===== src/rtl/urx_pkg.sv =====
package urx_pkg;

  typedef struct packed {
    logic       ovr;
    logic       ferr;
    logic       brk;
    logic       perr;
    logic [7:0] data;
  } urx_entry_t;

  typedef enum logic [2:0] {
    S_IDLE,
    S_START,
    S_DATA,
    S_PAR,
    S_STOP1,
    S_STOP2,
    S_WAITHI
  } urx_state_e;

  localparam int unsigned ENTRY_W = $bits(urx_entry_t);

endpackage


===== src/rtl/urx_deser.sv =====
module urx_deser
  import urx_pkg::*;
#(
  parameter int unsigned OVS = 16
) (
  input  logic       clk,
  input  logic       rst_n,
  input  logic       tick,
  input  logic       rxd,
  input  logic       enable,
  input  logic       word8,
  input  logic       par_en,
  input  logic       par_odd,
  input  logic       two_stop,
  output logic       frm_valid,
  output urx_entry_t frm
);

  localparam int unsigned CW = $clog2(OVS);
  localparam logic [CW-1:0] MID_CNT  = CW'(OVS / 2 - 1);
  localparam logic [CW-1:0] LAST_CNT = CW'(OVS - 1);

  urx_state_e    state_q, state_d;
  logic [CW-1:0] cnt_q, cnt_d;
  logic [2:0]    bidx_q, bidx_d;
  logic [7:0]    shf_q, shf_d;
  logic          par_q, par_d;
  logic          s1low_q, s1low_d;
  logic          valid_q, valid_d;
  urx_entry_t    frm_q, frm_d;

  logic          fin;
  logic          fin_s1low;
  logic          fin_anylow;
  logic [7:0]    data_raw;
  logic          is_brk;
  logic [2:0]    last_idx;

  assign last_idx = word8 ? 3'd7 : 3'd6;
  assign data_raw = word8 ? shf_q : {1'b0, shf_q[7:1]};
  assign is_brk   = (data_raw == 8'h00) && (!par_en || !par_q) && fin_s1low;

  always_comb begin
    state_d    = state_q;
    cnt_d      = cnt_q;
    bidx_d     = bidx_q;
    shf_d      = shf_q;
    par_d      = par_q;
    s1low_d    = s1low_q;
    valid_d    = 1'b0;
    frm_d      = frm_q;
    fin        = 1'b0;
    fin_s1low  = 1'b0;
    fin_anylow = 1'b0;
    if (!enable) begin
      state_d = S_IDLE;
      cnt_d   = '0;
    end else if (tick) begin
      case (state_q)
        S_IDLE: begin
          if (!rxd) begin
            state_d = S_START;
            cnt_d   = '0;
          end
        end
        S_START: begin
          if (cnt_q == MID_CNT) begin
            cnt_d  = '0;
            bidx_d = '0;
            state_d = rxd ? S_IDLE : S_DATA;
          end else begin
            cnt_d = cnt_q + 1'b1;
          end
        end
        S_DATA: begin
          if (cnt_q == LAST_CNT) begin
            cnt_d  = '0;
            shf_d  = {rxd, shf_q[7:1]};
            bidx_d = bidx_q + 1'b1;
            if (bidx_q == last_idx) begin
              state_d = par_en ? S_PAR : S_STOP1;
            end
          end else begin
            cnt_d = cnt_q + 1'b1;
          end
        end
        S_PAR: begin
          if (cnt_q == LAST_CNT) begin
            cnt_d   = '0;
            par_d   = rxd;
            state_d = S_STOP1;
          end else begin
            cnt_d = cnt_q + 1'b1;
          end
        end
        S_STOP1: begin
          if (cnt_q == LAST_CNT) begin
            cnt_d   = '0;
            s1low_d = !rxd;
            if (two_stop) begin
              state_d = S_STOP2;
            end else begin
              fin        = 1'b1;
              fin_s1low  = !rxd;
              fin_anylow = !rxd;
            end
          end else begin
            cnt_d = cnt_q + 1'b1;
          end
        end
        S_STOP2: begin
          if (cnt_q == LAST_CNT) begin
            cnt_d      = '0;
            fin        = 1'b1;
            fin_s1low  = s1low_q;
            fin_anylow = s1low_q | !rxd;
          end else begin
            cnt_d = cnt_q + 1'b1;
          end
        end
        S_WAITHI: begin
          if (rxd) state_d = S_IDLE;
        end
        default: state_d = S_IDLE;
      endcase
      if (fin) begin
        valid_d    = 1'b1;
        frm_d.ovr  = 1'b0;
        frm_d.ferr = fin_anylow;
        frm_d.brk  = is_brk;
        frm_d.perr = par_en && !is_brk && (^data_raw ^ par_q ^ par_odd);
        frm_d.data = is_brk ? 8'h00 : data_raw;
        state_d    = fin_anylow ? S_WAITHI : S_IDLE;
      end
    end
  end

  always_ff @(posedge clk or negedge rst_n) begin
    if (!rst_n) begin
      state_q <= S_IDLE;
      cnt_q   <= '0;
      bidx_q  <= '0;
      shf_q   <= '0;
      par_q   <= 1'b0;
      s1low_q <= 1'b0;
      valid_q <= 1'b0;
      frm_q   <= '0;
    end else begin
      state_q <= state_d;
      cnt_q   <= cnt_d;
      bidx_q  <= bidx_d;
      shf_q   <= shf_d;
      par_q   <= par_d;
      s1low_q <= s1low_d;
      valid_q <= valid_d;
      frm_q   <= frm_d;
    end
  end

  assign frm_valid = valid_q;
  assign frm       = frm_q;

  // a finished frame is reported for exactly one cycle
  p_one_shot_r1: assert property (@(posedge clk) disable iff (!rst_n)
    frm_valid |=> !frm_valid);

  // a break is always also a framing fault with a zero character
  p_brk_framing_r5: assert property (@(posedge clk) disable iff (!rst_n)
    (frm_valid && frm.brk) |-> (frm.ferr && frm.data == 8'h00 && !frm.perr));

  // a disabled receiver parks in idle
  p_idle_when_off_r10: assert property (@(posedge clk) disable iff (!rst_n)
    !enable |=> (state_q == S_IDLE && !frm_valid));

endmodule


===== src/rtl/urx_fifo.sv =====
module urx_fifo #(
  parameter int unsigned DEPTH = 32,
  parameter int unsigned W     = 12,
  localparam int unsigned AW   = $clog2(DEPTH),
  localparam int unsigned CNTW = $clog2(DEPTH + 1)
) (
  input  logic            clk,
  input  logic            rst_n,
  input  logic            push,
  input  logic [W-1:0]    wdata,
  input  logic            pop,
  output logic [W-1:0]    rdata,
  output logic [CNTW-1:0] count
);

  logic [W-1:0]    mem_q [DEPTH];
  logic [AW-1:0]   wptr_q, wptr_d;
  logic [AW-1:0]   rptr_q, rptr_d;
  logic [CNTW-1:0] cnt_q, cnt_d;
  logic            do_push;
  logic            do_pop;

  assign do_pop  = pop && (cnt_q != '0);
  assign do_push = push && ((cnt_q != CNTW'(DEPTH)) || do_pop);

  always_comb begin
    wptr_d = wptr_q;
    rptr_d = rptr_q;
    cnt_d  = cnt_q;
    if (do_push) begin
      wptr_d = (wptr_q == AW'(DEPTH - 1)) ? '0 : wptr_q + 1'b1;
    end
    if (do_pop) begin
      rptr_d = (rptr_q == AW'(DEPTH - 1)) ? '0 : rptr_q + 1'b1;
    end
    case ({do_push, do_pop})
      2'b10:   cnt_d = cnt_q + 1'b1;
      2'b01:   cnt_d = cnt_q - 1'b1;
      default: cnt_d = cnt_q;
    endcase
  end

  always_ff @(posedge clk or negedge rst_n) begin
    if (!rst_n) begin
      wptr_q <= '0;
      rptr_q <= '0;
      cnt_q  <= '0;
    end else begin
      wptr_q <= wptr_d;
      rptr_q <= rptr_d;
      cnt_q  <= cnt_d;
    end
  end

  always_ff @(posedge clk) begin
    if (do_push) begin
      mem_q[wptr_q] <= wdata;
    end
  end

  assign rdata = mem_q[rptr_q];
  assign count = cnt_q;

  // occupancy never exceeds the queue depth
  p_no_overflow_r6: assert property (@(posedge clk) disable iff (!rst_n)
    count <= CNTW'(DEPTH));

  // occupancy moves by at most one entry per cycle
  p_count_step_r6: assert property (@(posedge clk) disable iff (!rst_n)
    (count == $past(count)) || (count == $past(count) + 1'b1) ||
    (count == $past(count) - 1'b1));

  // a pop on an empty queue leaves it empty
  p_pop_empty_r6: assert property (@(posedge clk) disable iff (!rst_n)
    (pop && !push && count == '0) |=> (count == '0));

endmodule


===== src/rtl/urx_tagged_rx.sv =====
module urx_tagged_rx
  import urx_pkg::*;
#(
  parameter int unsigned DEPTH       = 32,
  parameter int unsigned OVS         = 16,
  parameter int unsigned SYNC_STAGES = 2,
  parameter int unsigned TRIG_W      = $clog2(DEPTH) + 1
) (
  input  logic              clk,
  input  logic              rst_n,
  input  logic              tick16,
  input  logic              rxd,
  input  logic              rx_en,
  input  logic              word8,
  input  logic              par_en,
  input  logic              par_odd,
  input  logic              two_stop,
  input  logic [TRIG_W-1:0] trig_lvl,
  input  logic              rrdy_ie,
  input  logic              rd_pop,
  input  logic              brk_clr,
  output logic [15:0]       rd_word,
  output logic              data_rdy,
  output logic              rrdy_irq,
  output logic              brk_flag
);

  localparam int unsigned CNTW = $clog2(DEPTH + 1);
  localparam int unsigned CMPW = (CNTW > TRIG_W) ? CNTW : TRIG_W;

  logic            rxd_s;
  logic            frm_valid;
  urx_entry_t      frm;
  urx_entry_t      entry_in;
  urx_entry_t      head;
  logic [CNTW-1:0] count;
  logic            q_full;
  logic            pop_eff;
  logic            accept;
  logic            push;
  logic            ovr_pend_q, ovr_pend_d;
  logic            brk_q, brk_d;
  logic [CMPW-1:0] thr_ext;
  logic [CMPW-1:0] cnt_ext;

  generate
    if (SYNC_STAGES == 0) begin : g_nosync
      assign rxd_s = rxd;
    end else begin : g_sync
      logic [SYNC_STAGES-1:0] sync_q;
      always_ff @(posedge clk or negedge rst_n) begin
        if (!rst_n) begin
          sync_q <= '1;
        end else begin
          sync_q <= {sync_q[SYNC_STAGES-2:0], rxd};
        end
      end
      assign rxd_s = sync_q[SYNC_STAGES-1];
    end
  endgenerate

  urx_deser #(.OVS(OVS)) u_deser (
    .clk       (clk),
    .rst_n     (rst_n),
    .tick      (tick16),
    .rxd       (rxd_s),
    .enable    (rx_en),
    .word8     (word8),
    .par_en    (par_en),
    .par_odd   (par_odd),
    .two_stop  (two_stop),
    .frm_valid (frm_valid),
    .frm       (frm)
  );

  assign q_full  = (count == CNTW'(DEPTH));
  assign pop_eff = rd_pop && (count != '0);
  assign accept  = !q_full || pop_eff;
  assign push    = frm_valid && rx_en && accept;

  always_comb begin
    entry_in     = frm;
    entry_in.ovr = ovr_pend_q;
  end

  urx_fifo #(.DEPTH(DEPTH), .W(ENTRY_W)) u_fifo (
    .clk   (clk),
    .rst_n (rst_n),
    .push  (push),
    .wdata (entry_in),
    .pop   (rd_pop),
    .rdata (head),
    .count (count)
  );

  always_comb begin
    ovr_pend_d = ovr_pend_q;
    brk_d      = brk_q;
    if (frm_valid && rx_en) begin
      ovr_pend_d = !accept;
    end
    if (brk_clr) begin
      brk_d = 1'b0;
    end
    if (frm_valid && rx_en && frm.brk) begin
      brk_d = 1'b1;
    end
  end

  always_ff @(posedge clk or negedge rst_n) begin
    if (!rst_n) begin
      ovr_pend_q <= 1'b0;
      brk_q      <= 1'b0;
    end else begin
      ovr_pend_q <= ovr_pend_d;
      brk_q      <= brk_d;
    end
  end

  always_comb begin
    if (count == '0) begin
      rd_word = 16'h0000;
    end else begin
      rd_word = {1'b1, (head.ovr | head.ferr | head.brk | head.perr),
                 head.ovr, head.ferr, head.brk, head.perr, 2'b00, head.data};
    end
  end

  assign thr_ext  = (trig_lvl == '0) ? CMPW'(1) : CMPW'(trig_lvl);
  assign cnt_ext  = CMPW'(count);
  assign data_rdy = (count != '0);
  assign rrdy_irq = rrdy_ie && (cnt_ext >= thr_ext);
  assign brk_flag = brk_q;

  // the threshold interrupt never fires on an empty queue
  p_irq_needs_data_r9: assert property (@(posedge clk) disable iff (!rst_n)
    rrdy_irq |-> data_rdy);

  // the break flag holds until cleared
  p_brk_sticky_r5: assert property (@(posedge clk) disable iff (!rst_n)
    ($past(brk_flag) && !$past(brk_clr)) |-> brk_flag);

  // with reception off the queue cannot grow
  p_rx_off_r10: assert property (@(posedge clk) disable iff (!rst_n)
    !rx_en |=> (count <= $past(count)));

  // an empty queue reads as all zeros
  p_empty_word_r6: assert property (@(posedge clk) disable iff (!rst_n)
    !data_rdy |-> (rd_word == 16'h0000));

endmodule


===== config.mk =====
export PLATFORM = sky130hd
export DESIGN_NAME = urx_tagged_rx
export DESIGN_NICKNAME = d
export VERILOG_FILES = /design/src/rtl/urx_pkg.sv /design/src/rtl/urx_deser.sv /design/src/rtl/urx_fifo.sv /design/src/rtl/urx_tagged_rx.sv
export SDC_FILE = /design/constraint.sdc
export NUM_CORES = 1
export LEC_CHECK = 0
export ABC_AREA = 0
export BUFFER_PORTS_ARGS = -buffer_cell sky130_fd_sc_hd__buf_2
export CAP_MARGIN = 20
export CORE_UTILIZATION = 25
export CTS_CLUSTER_SIZE = 24
export DETAILED_ROUTE_END_ITERATION = 8
export GPL_TIMING_DRIVEN = 0
export SKIP_LAST_GASP = 1
export SLEW_MARGIN = 30
export SYNTH_ARGS = -nofsm -noshare
export SYNTH_HDL_FRONTEND = slang
export SYNTH_SLANG_ARGS = --single-unit

===== constraint.sdc =====
create_clock -name clk -period 3.72 [get_ports clk]
set_input_delay 0.372 -clock clk [delete_from_list [all_inputs] [get_ports clk]]
set_output_delay 0.372 -clock clk [all_outputs]
set_load 0.005 [all_outputs]

======== Word level (Yosys, flattened, before mapping) ========
Memory sizes are Yosys's and may differ from the RTL's.
Cells that the tools add are included.
Widths: inputs -> output; s select.
storage, ports and cells
  bits in registers ....................... 52
  latch bits .............................. 0
  RAM bits ................................ 384
  bits in read-only memories .............. 0
  input port bits ......................... 18
  output and inout bits ................... 19
  logic and storage cells ................. 151
  memories ................................ 1
operators by class
  add/subtract/negate cells ............... 6
  multipliers ............................. 0
  divide/modulo/power cells ............... 0
  $lt $le $gt $ge ......................... 1
  eq/ne operators ......................... 29
  shift-type cells ........................ 0
  mux-type cells .......................... 55
  bitwise gates (word level) .............. 6
  reduce and logical (&&, ||, !) cells .... 36
memories
  memory        words  bits a word  read ports  clocked after memory_dff  wr ports  line            text
  u_fifo.mem_q  32     12           1           0                         1         urx_fifo.sv:16  logic [W-1:0] mem_q [DEPTH];
operators with widths
  cell                 number
  $mux 3               15
  $ne 4x2->1 const B   6
  $mux 1               21
  $pmux 3 s7           1
  $mux 4               5
  $mux 16              1
  $mux 8               2
  $logic_not 6->1      2
  $ne 4x3->1 const B   3
  $pmux 4 s3           1
  $pmux 6 s2           1
  $reduce_and 4->1     3
  $add 5x1->5 const B  2
  $eq 5x5->1 const B   2
  $logic_and 1x1->1    10
  $mux 5               2
  $reduce_and 10->1    1
  $eq 3x3->1 const B   3
  $logic_not 8->1      1
  $reduce_xor 8->1     1
  $add 6x1->6 const B  1
  $eq 3x2->1 const B   2
  $eq 6x6->1 const B   1
  $ge 6x6->1           1
  other kinds (28)     45

======== Depth between registers and ports, before layout ========
Gate-level depths: netlist of run 1.
  word-level depth ........................ 10
  gate-level depth with buffers ........... 13
  depth with buffers taken out ............ 12

======== Cells and area by module ========
Synthesis of run 1 repeated with hierarchy kept, for this count alone.
unflattened totals
  cells, all modules ...................... 1079
  area, all modules ....................... 18240.0 um^2
modules (own cells, without submodules)
  module         instances  cells each  area each (um^2)
  urx_fifo       1          841         15926.5
  urx_deser      1          184         1835.5
  urx_tagged_rx  1          54          478.0

======== Least setup slack after synthesis of run 1 ========
No wires, ideal clock.
  path kind ............................... flip-flop to flip-flop
  start point ............................. reg u_fifo.cnt_q[3] (netlist: u_fifo.count[3])
  end point ............................... reg u_fifo.cnt_q[4] (netlist: u_fifo.count[4])
  arrival ................................. 2.620 ns
  data required time ...................... 3.641 ns
  slack ................................... 1.021 ns
  cell stages (with the launch flop) ...... 14
  buffers on the path ..................... 1
  clock period less this slack ............ 2.699 ns
  path through ............................ dfrtp_1 -> nor2_1 -> nand3_1 -> o311a_1 -> inv_1 -> ha_1 -> buf_1 -> xor2_1 -> ha_1 -> a211oi_1 -> a21oi_1 -> nand2_1 -> a21oi_1 -> xor2_1
between the ends
  longest elaborated chain between the ends .. 7
  elaborated cells between the ends (all ways) .. 15
  those cells by class .................... 2 x add/sub; 4 x eq/ne; 1 x mux; 8 x reduce/logical
RTL lines
  what                                                         line                                                      text
  start: declaration                                           urx_fifo.sv:19                                            logic [CNTW-1:0] cnt_q, cnt_d;
  start signal: assignment                                     urx_fifo.sv:51                                            cnt_q <= cnt_d;
  $eq 6x6->1 / $reduce_bool 6->1 (equally long branches)       urx_tagged_rx.sv:76, urx_fifo.sv:23, urx_tagged_rx.sv:77
  $logic_not 1->1 / $logic_and 1x1->1 (equally long branches)  urx_tagged_rx.sv:78, urx_fifo.sv:23, urx_tagged_rx.sv:77
  $logic_or 1x1->1                                             urx_tagged_rx.sv:78                                       assign accept = !q_full || pop_eff;
  $logic_and 1x1->1                                            urx_tagged_rx.sv:79                                       assign push = frm_valid && rx_en && accept;
  $logic_and 1x1->1                                            urx_fifo.sv:24                                            assign do_push = push && ((cnt_q != CNTW'(DEPTH)) || do_pop);
  $eq 2x1->1 / $eq 2x2->1 (equally long branches)              urx_fifo.sv:36                                            case ({do_push, do_pop})
  $pmux 6 s2 / $reduce_bool 2->1 (equally long branches)       n/a
Parallel ways exist; a longest one is shown, timed or not.
A chain may end at the register's enable or synchronous reset.

======== Worst setup path in the final report of run 1 ========
  start point ............................. reg u_fifo.rptr_q[0]
  end point ............................... out rd_word[0]
between the ends
  longest elaborated chain between the ends .. 2
RTL lines
  what                      line                  text
  start: declaration        urx_fifo.sv:18        logic [AW-1:0] rptr_q, rptr_d;
  start signal: assignment  urx_fifo.sv:50        rptr_q <= rptr_d;
  $mem_v2 32x12             n/a
  $mux 16                   urx_tagged_rx.sv:121  if (count == '0) begin
  end: declaration          urx_tagged_rx.sv:22   output logic [15:0] rd_word,
No other way between the ends.

==> metrics.txt, run 1 <==
# TYPE chip_impl_metric gauge
chip_impl_metric{name="synth-seq-area-share",unit="%"} 71.73
chip_impl_info{name="timing.rr.end",value="u_fifo.count[4]"} 1
chip_impl_info{name="crit_start",value="u_fifo.rptr_q[0]"} 1
chip_impl_info{name="synth_largest_area_cell",value="sky130_fd_sc_hd__edfxtp_1"} 1
chip_impl_info{name="post-synth-top-count-cell",value="sky130_fd_sc_hd__edfxtp_1"} 1
chip_impl_info{name="cp_cell_sequence",value="buf_2 -> buf_2 -> clkbuf_4 -> mux2i_1 -> o221ai_1 -> o22ai_1 -> a211oi_1 -> a21oi_2 -> nor2_1 -> buf_2"} 1
chip_impl_metric{name="grt_antenna_before_repair",unit=""} 0
chip_impl_info{name="worstSetupPathType",value="reg -> out"} 1
chip_impl_metric{name="finalSetupTns",unit="ns"} 0
chip_impl_metric{name="p_total",unit="mW"} 12.47
chip_impl_info{name="outcome",value="finished, final reports clean"} 1
chip_impl_metric{name="max-vdd-ir-drop",unit="mV"} 0.2789
chip_impl_metric{name="setup_viol",unit=""} 0
chip_impl_metric{name="worstMarginPinSlew",unit="ns"} 0.8354
chip_impl_metric{name="via_count",unit=""} 10040
chip_impl_metric{name="detail_route.iter0.violations",unit=""} 999
chip_impl_metric{name="place.detailed.hpwl",unit="µm"} 28700
chip_impl_metric{name="die_footprint",unit="µm²"} 72650
chip_impl_metric{name="floorplan.die.width",unit="µm"} 269.5
chip_impl_metric{name="reg2reg_slack",unit="ns"} 0.42
chip_impl_metric{name="tritoncts.num_buffers",unit=""} 45
chip_impl_metric{name="post-route-min-period",unit="ns"} 3.595
chip_impl_metric{name="cp_max_fo",unit=""} 10
chip_impl_metric{name="slowest_delay",unit="ns"} 0.43
chip_impl_metric{name="cts.clk_slew.worst_paths",unit="ns"} 0.06
chip_impl_metric{name="timing.slew.headroom",unit="%"} 44.30
chip_impl_metric{name="yosysWarnings",unit=""} 0
chip_impl_metric{name="routed_wl",unit="µm"} 42850
chip_impl_info{name="hold_path_class",value="in -> reg"} 1
chip_impl_metric{name="grt_max_degree",unit=""} 53
chip_impl_metric{name="syn_area_per_cell",unit="µm²"} 17.12
chip_impl_metric{name="via_per_inst",unit=""} 4.737
chip_impl_metric{name="timing.max_cap.violations",unit=""} 0
chip_impl_metric{name="synth_top_area_share",unit="%"} 64.44
chip_impl_metric{name="starting_utilization_of_the_core_area",unit="%"} 25.42
chip_impl_metric{name="number_of_inserted_diodes",unit=""} 0
chip_impl_metric{name="timing_max_transition_violations_final",unit=""} 0
chip_impl_metric{name="area_growth_syn_to_layout",unit="%"} 18.65
chip_impl_metric{name="fmaxAchievable",unit="MHz"} 278.2
chip_impl_metric{name="grt_pass1_vias",unit=""} 9989
chip_impl_metric{name="clock-skew-final",unit="ns"} 0.03119
chip_impl_metric{name="cts_setup_buffers",unit=""} 0
chip_impl_info{name="cts_tree",value="yes"} 1
chip_impl_info{name="reg2reg_from",value="u_fifo.count[3]"} 1
chip_impl_metric{name="syn_area",unit="µm²"} 17890
chip_impl_metric{name="synth-seq-cells",unit=""} 436
chip_impl_metric{name="ant_nets",unit=""} 0
chip_impl_metric{name="ys_async_rst_share",unit="%"} 11.93
chip_impl_metric{name="power_density",unit="nW/µm²"} 587.2
chip_impl_metric{name="nets",unit=""} 1188
chip_impl_info{name="crit_path_end",value="rd_word[0]"} 1
chip_impl_metric{name="drt_pass_1_iters",unit=""} 5
chip_impl_metric{name="worst_ep_arrival_time",unit="ns"} 3.22
chip_impl_metric{name="grt_pass1_wl",unit="µm"} 64020
chip_impl_metric{name="register_area",unit="µm²"} 12850
chip_impl_metric{name="post_synth_edffs",unit=""} 384
chip_impl_metric{name="wl_per_cell",unit="µm"} 20.21
chip_impl_metric{name="drcViolationCount",unit=""} 0
chip_impl_metric{name="post_route_cells_drive_above_1_share",unit="%"} 25.59
chip_impl_info{name="cts_root_buf",value="sky130_fd_sc_hd__clkbuf_16"} 1
chip_impl_metric{name="num_io_pins",unit=""} 37
chip_impl_info{name="crit_slowest_cell",value="sky130_fd_sc_hd__a211oi_1"} 1
chip_impl_metric{name="final_hold_violation_count",unit=""} 0
chip_impl_metric{name="worstPathRequired",unit="ns"} 3.35
chip_impl_metric{name="htree_levels",unit=""} 2
chip_impl_metric{name="nFillCells",unit=""} 6930
chip_impl_metric{name="placeableCoreArea",unit="µm²"} 70390
chip_impl_metric{name="numClockSinks",unit=""} 436
chip_impl_info{name="ys_dominant_reg_cell",value="sky130_fd_sc_hd__edfxtp_1"} 1
chip_impl_info{name="crit_path_top_cell_by_count",value="sky130_fd_sc_hd__buf_2"} 1
chip_impl_metric{name="floorplan.die.height",unit="µm"} 269.5
chip_impl_metric{name="yosys.cell_types.count",unit=""} 53
chip_impl_metric{name="io_buffers",unit=""} 33
chip_impl_metric{name="final_min_period_over_clock_period",unit="%"} 96.63
chip_impl_metric{name="place_congestion",unit=""} 0.9280
chip_impl_metric{name="overflow",unit=""} 0
chip_impl_info{name="critPathLaunchType",value="register"} 1
chip_impl_metric{name="fp-row-count",unit=""} 97
chip_impl_metric{name="syn_inst",unit=""} 1045
chip_impl_metric{name="clock_latency",unit="ns"} 0.57
chip_impl_info{name="yosys-top-cells-count",value="sky130_fd_sc_hd__edfxtp_1 (384), sky130_fd_sc_hd__mux2i_1 (74), sky130_fd_sc_hd__mux4_2 (64), sky130_fd_sc_hd__nand2_1 (53), sky130_fd_sc_hd__dfrtp_1 (50)"} 1
chip_impl_info{name="grt_setup_unrepaired",value="yes"} 1
chip_impl_metric{name="multiInputGateArea",unit="µm²"} 4903
chip_impl_metric{name="power_leakage",unit="nW"} 7.851
chip_impl_metric{name="cts_max_path_buffers",unit=""} 3
chip_impl_metric{name="rr_worst_depth",unit=""} 13
chip_impl_info{name="netlist_top_cells_area",value="sky130_fd_sc_hd__edfxtp_1 (64%), sky130_fd_sc_hd__mux4_2 (8.1%), sky130_fd_sc_hd__dfrtp_1 (7.0%)"} 1
chip_impl_metric{name="track_usage",unit="%"} 11.61
chip_impl_info{name="timing.critical_path.to_type",value="output pin"} 1
[layout make-up]
type	instances	area share (%)
flip-flops and latches	436	60.53
multi-input cells	529	23.10
clock buffers	57	5.799
well taps	940	5.540
repair buffers	56	1.803
plain buffers	58	1.479
clock inverters	22	1.367
inverters	22	0.3890
[through the flow]
stage                     hold slack (ns)  std cells  area, µm²  setup WS (ns)  util, %
after floorplan                   0.07641       1046      17900          1.021        -
after global placement             0.3471       2019      19240       -0.06763    27.33
after detailed placement           0.3472       2040      19570        0.01190    27.80
after CTS                         0.01537       2121      21150       0.001754    30.04
after global routing              0.06953       2120      21230       0.006288    30.16
final                             0.03947       2120      21230         0.1252    30.16
[metal layers]
layer | track usage, % | vias up | share of wire (%)
li1 | - | 4379 | -
met1 | 16.81 | 5194 | 46
met5 | 0 | - | 0
met4 | 3.155 | 0 | 2.5
met3 | 2.200 | 77 | 7.3
met2 | 17.69 | 393 | 44
[registers in the layout, indices dropped and copies added (netlist names), 2 cells and up]
register / flops
u_fifo.mem_q: 384
u_deser.cnt_q: 4
u_deser.frm: 11
u_fifo.count: 6
u_fifo.rptr_q: 5
u_deser.bidx_q: 3
u_fifo.wptr_q: 5
u_deser.state_q: 3
g_sync.sync_q: 2
u_deser.shf_q: 8
[power by group]
part	switching (mW)	leakage (nW)	internal, mW
clock	1.85	0.742	2.76
sequential	0.114	4.92	5.32
combinational	1.54	2.19	0.885
[timing repair]
item | in CTS | in global routing
hold endpoints to repair | 51 | 0
hold buffers | 2 | 0
resized for setup | 14 | 26
endpoints found under the setup margin | 13 | 10
[placed cells by master (no fill, tap or decap), drive strengths merged, types with 3 or more instances in the layout]
cell type	instances
nand2	53
mux2i	74
bufinv	6
clkinv	15
nor2b	3
nor3	20
and3	4
inv	22
mux2	16
and2	4
o221ai	32
o22ai	34
nor2	43
xor2	5
o21ai	23
mux4	64
ha	22
a211oi	9
a21oi	30
edfxtp	384
nor4	7
a21o	4
o31ai	12
or3	8
buf	83
clkbuf	86
nand3	14
dfrtp	50
nand2b	8
nand4	3
xnor2	10
a31oi	6
[critical path: cells and delay by family (launching register included)]
kind	cells	cell delay, ns
mux	1	0.11
simple gates	1	0.14
buf+inv	4	0.96
compound gates	4	1.05
flops	1	0.38
[logic make-up after synthesis]
group	after synthesis	synth area share, %
buf+inv	81	2.014
other cells	1	0.02096
fa+ha+maj	22	1.538
compound gates	159	6.042
simple gates	177	4.720
xor+xnor	15	0.7342
mux	154	13.20
flops	436	71.73
[worst min-delay path by stage]
stage,from,slack (ns),end,depth (start not counted)
floorplan,rst_n,0.08,brk_flag,0
global placement,g_sync.sync_q[0],0.35,g_sync.sync_q[1],0
detailed placement,g_sync.sync_q[0],0.35,g_sync.sync_q[1],0
CTS,brk_clr,0.02,brk_flag,2
global route,brk_clr,0.07,brk_flag,2
finish,brk_clr,0.04,brk_flag,2
(Power assumes the default switching activity.)
==> run 2: changes to the inputs <==
--- a/config.mk
+++ b/config.mk
@@ -12,6 +12,7 @@
 export CTS_CLUSTER_SIZE = 24
 export DETAILED_ROUTE_END_ITERATION = 8
 export GPL_TIMING_DRIVEN = 0
+export SETUP_SLACK_MARGIN = 0.4
 export SKIP_LAST_GASP = 1
 export SLEW_MARGIN = 30
 export SYNTH_ARGS = -nofsm -noshare
==> metrics.txt, run 2 (same netlist as run 1, synthesis figures left out) <==
# TYPE chip_impl_metric gauge
chip_impl_info{name="outcome",value="finished, final reports clean"} 1
chip_impl_info{name="timing.critical_path.to_type",value="output pin"} 1
chip_impl_info{name="hold_path_class",value="in -> reg"} 1
chip_impl_metric{name="postLayoutCellArea",unit="µm²"} 21540
chip_impl_metric{name="via_per_inst",unit=""} 4.748
chip_impl_metric{name="grt_antenna_before_repair",unit=""} 0
chip_impl_metric{name="cts.clk_slew.worst_paths",unit="ns"} 0.07
chip_impl_metric{name="numClockSinks",unit=""} 436
chip_impl_metric{name="final_min_period_over_clock_period",unit="%"} 88.08
chip_impl_metric{name="timing_max_transition_violations_final",unit=""} 0
chip_impl_metric{name="cp_max_fo",unit=""} 10
chip_impl_metric{name="worstMarginPinSlew",unit="ns"} 0.8333
chip_impl_info{name="worstSetupPathType",value="reg -> out"} 1
chip_impl_metric{name="place.detailed.hpwl",unit="µm"} 28700
chip_impl_metric{name="max-vdd-ir-drop",unit="mV"} 0.2999
chip_impl_metric{name="io_buffers",unit=""} 33
chip_impl_metric{name="whs_path_depth",unit=""} 2
chip_impl_metric{name="register_area",unit="µm²"} 12850
chip_impl_metric{name="routed_wl",unit="µm"} 42980
chip_impl_metric{name="clock_latency",unit="ns"} 0.57
chip_impl_metric{name="worst_ep_arrival_time",unit="ns"} 2.90
chip_impl_metric{name="power_leakage",unit="nW"} 7.946
chip_impl_metric{name="grt_pass1_vias",unit=""} 10020
chip_impl_metric{name="rr_worst_depth",unit=""} 7
chip_impl_metric{name="fmaxAchievable",unit="MHz"} 305.2
chip_impl_metric{name="post_route_cells_drive_above_1_share",unit="%"} 28.37
chip_impl_metric{name="cts_setup_buffers",unit=""} 0
chip_impl_metric{name="starting_utilization_of_the_core_area",unit="%"} 25.42
chip_impl_metric{name="die_footprint",unit="µm²"} 72650
chip_impl_info{name="cts_tree",value="yes"} 1
chip_impl_info{name="commonest_non_fill_non_tap_cell_in_the_layout",value="sky130_fd_sc_hd__edfxtp_1"} 1
chip_impl_metric{name="timing.slew.headroom",unit="%"} 44.38
chip_impl_metric{name="number_of_inserted_diodes",unit=""} 0
chip_impl_info{name="critPathLaunchType",value="register"} 1
chip_impl_info{name="cts_root_buf",value="sky130_fd_sc_hd__clkbuf_16"} 1
chip_impl_info{name="timing.rr.end",value="u_fifo.mem_q[6][3]"} 1
chip_impl_metric{name="via_count",unit=""} 10070
chip_impl_metric{name="nets",unit=""} 1189
chip_impl_metric{name="floorplan.die.width",unit="µm"} 269.5
chip_impl_metric{name="postLayoutCoreUtil",unit="%"} 30.60
chip_impl_metric{name="setup_viol",unit=""} 0
chip_impl_metric{name="clock-skew-final",unit="ns"} 0.03160
chip_impl_info{name="final_cell_mix",value="sky130_fd_sc_hd__edfxtp_1 (384), sky130_fd_sc_hd__mux2i_1 (73), sky130_fd_sc_hd__mux4_2 (64)"} 1
chip_impl_metric{name="ant_nets",unit=""} 0
chip_impl_metric{name="timing.max_cap.violations",unit=""} 0
chip_impl_metric{name="reg2reg_slack",unit="ns"} 0.68
chip_impl_metric{name="area_growth_syn_to_layout",unit="%"} 20.37
chip_impl_metric{name="htree_levels",unit=""} 2
chip_impl_metric{name="overflow",unit=""} 0
chip_impl_metric{name="num_io_pins",unit=""} 37
chip_impl_metric{name="worstPathRequired",unit="ns"} 3.35
chip_impl_metric{name="post-route-min-period",unit="ns"} 3.277
chip_impl_metric{name="fp-row-count",unit=""} 97
chip_impl_metric{name="grt_pass1_wl",unit="µm"} 64130
chip_impl_info{name="reg2reg_from",value="u_fifo.count[1]"} 1
chip_impl_metric{name="nFillCells",unit=""} 6893
chip_impl_info{name="register_name_with_the_most_flops",value="u_fifo.mem_q"} 1
chip_impl_metric{name="largest_reg_flops",unit=""} 384
chip_impl_metric{name="final_hold_violation_count",unit=""} 0
chip_impl_info{name="timing.hold.worst.start",value="brk_clr"} 1
chip_impl_metric{name="track_usage",unit="%"} 11.60
chip_impl_metric{name="drt_pass_1_iters",unit=""} 5
chip_impl_info{name="grt_setup_unrepaired",value="yes"} 1
chip_impl_metric{name="dp_worst_setup_slack",unit="ns"} 0.01190
chip_impl_metric{name="place_congestion",unit=""} 0.9280
chip_impl_metric{name="drcViolationCount",unit=""} 0
chip_impl_metric{name="wl_per_cell",unit="µm"} 20.26
chip_impl_metric{name="setup_ws",unit="ns"} 0.4434
chip_impl_metric{name="detail_route.iter0.violations",unit=""} 890
chip_impl_metric{name="placeableCoreArea",unit="µm²"} 70390
chip_impl_metric{name="cts_max_path_buffers",unit=""} 3
chip_impl_metric{name="p_total",unit="mW"} 12.72
chip_impl_metric{name="power_density",unit="nW/µm²"} 590.6
chip_impl_metric{name="floorplan.die.height",unit="µm"} 269.5
chip_impl_metric{name="multiInputGateArea",unit="µm²"} 5069
chip_impl_metric{name="cell_area_placed",unit="µm²"} 19570
chip_impl_metric{name="tritoncts.num_buffers",unit=""} 45
chip_impl_info{name="whs_endpoint",value="brk_flag"} 1
chip_impl_metric{name="grt_max_degree",unit=""} 53
## run 2: changes by cell type in the layout (fill, tap and decap cells not counted), sizes merged
cell / change
clkbuf: -3
buf: +4
## run 2: report_power, final
part	switching [mW]	internal [mW]	total [mW]
Combinational	1.66	1.02	2.68
Sequential	0.103	5.32	5.43
Clock	1.86	2.76	4.61
## run 2: worst max path at each step
stage,slack [ns],startpoint,to
floorplan,1.02,u_fifo.count[3],u_fifo.count[4]
global placement,-0.07,u_fifo.count[3],u_fifo.mem_q[6][3]
detailed placement,0.01,u_fifo.rptr_q[1],rd_word[3]
CTS,0.37,u_fifo.rptr_q[1],rd_word[2]
global route,0.34,u_fifo.rptr_q[1],rd_word[6]
finish,0.44,u_fifo.rptr_q[1],rd_word[0]
## run 2: cell type report
cell class / count / area share (%)
multi-input cells: 529 / 23.53
clock inverters: 22 / 1.348
clock buffers: 57 / 5.716
inverters: 22 / 0.3834
plain buffers: 59 / 2.120
well taps: 940 / 5.461
flip-flops and latches: 436 / 59.66
repair buffers: 56 / 1.778
## run 2: timing repair
| action | CTS | global route |
|---|---|---|
| hold buffers | 2 | 0 |
| pin swaps | 7 | 3 |
| endpoints found under the hold margin | 51 | 0 |
| gates resized for setup | 81 | 34 |
| endpoints found under the setup margin | 14 | 13 |
## run 2: per-stage QoR
stage / TNS [ns] / hold WS, ns / cells
floorplan: 0 / 0.07641 / 1046
CTS: 0 / 0.01537 / 2121
finish: 0 / 0.03565 / 2121
detailed placement: 0 / 0.3472 / 2040
global placement: -0.7987 / 0.3471 / 2019
global route: 0 / 0.06951 / 2121
## run 2: critical path, cell delays in order, from the launching register on
cell,delay (ns)
sky130_fd_sc_hd__dfrtp_1,0.38
sky130_fd_sc_hd__clkbuf_2,0.17
sky130_fd_sc_hd__nand2b_2,0.28
sky130_fd_sc_hd__clkbuf_4,0.26
sky130_fd_sc_hd__o221ai_1,0.36
sky130_fd_sc_hd__o22ai_1,0.18
sky130_fd_sc_hd__a211oi_2,0.33
sky130_fd_sc_hd__a21oi_2,0.11
sky130_fd_sc_hd__nor2_1,0.14
sky130_fd_sc_hd__buf_2,0.13
## run 2: per-layer routing
metal / GRT usage [%] / share of wire [%] / up-vias
met3: 2.102 / 7.2 / 75
met4: 3.289 / 2.6 / 0
met5: 0 / 0 / -
met2: 17.70 / 45 / 386
met1: 16.78 / 46 / 5223
li1: - / - / 4386
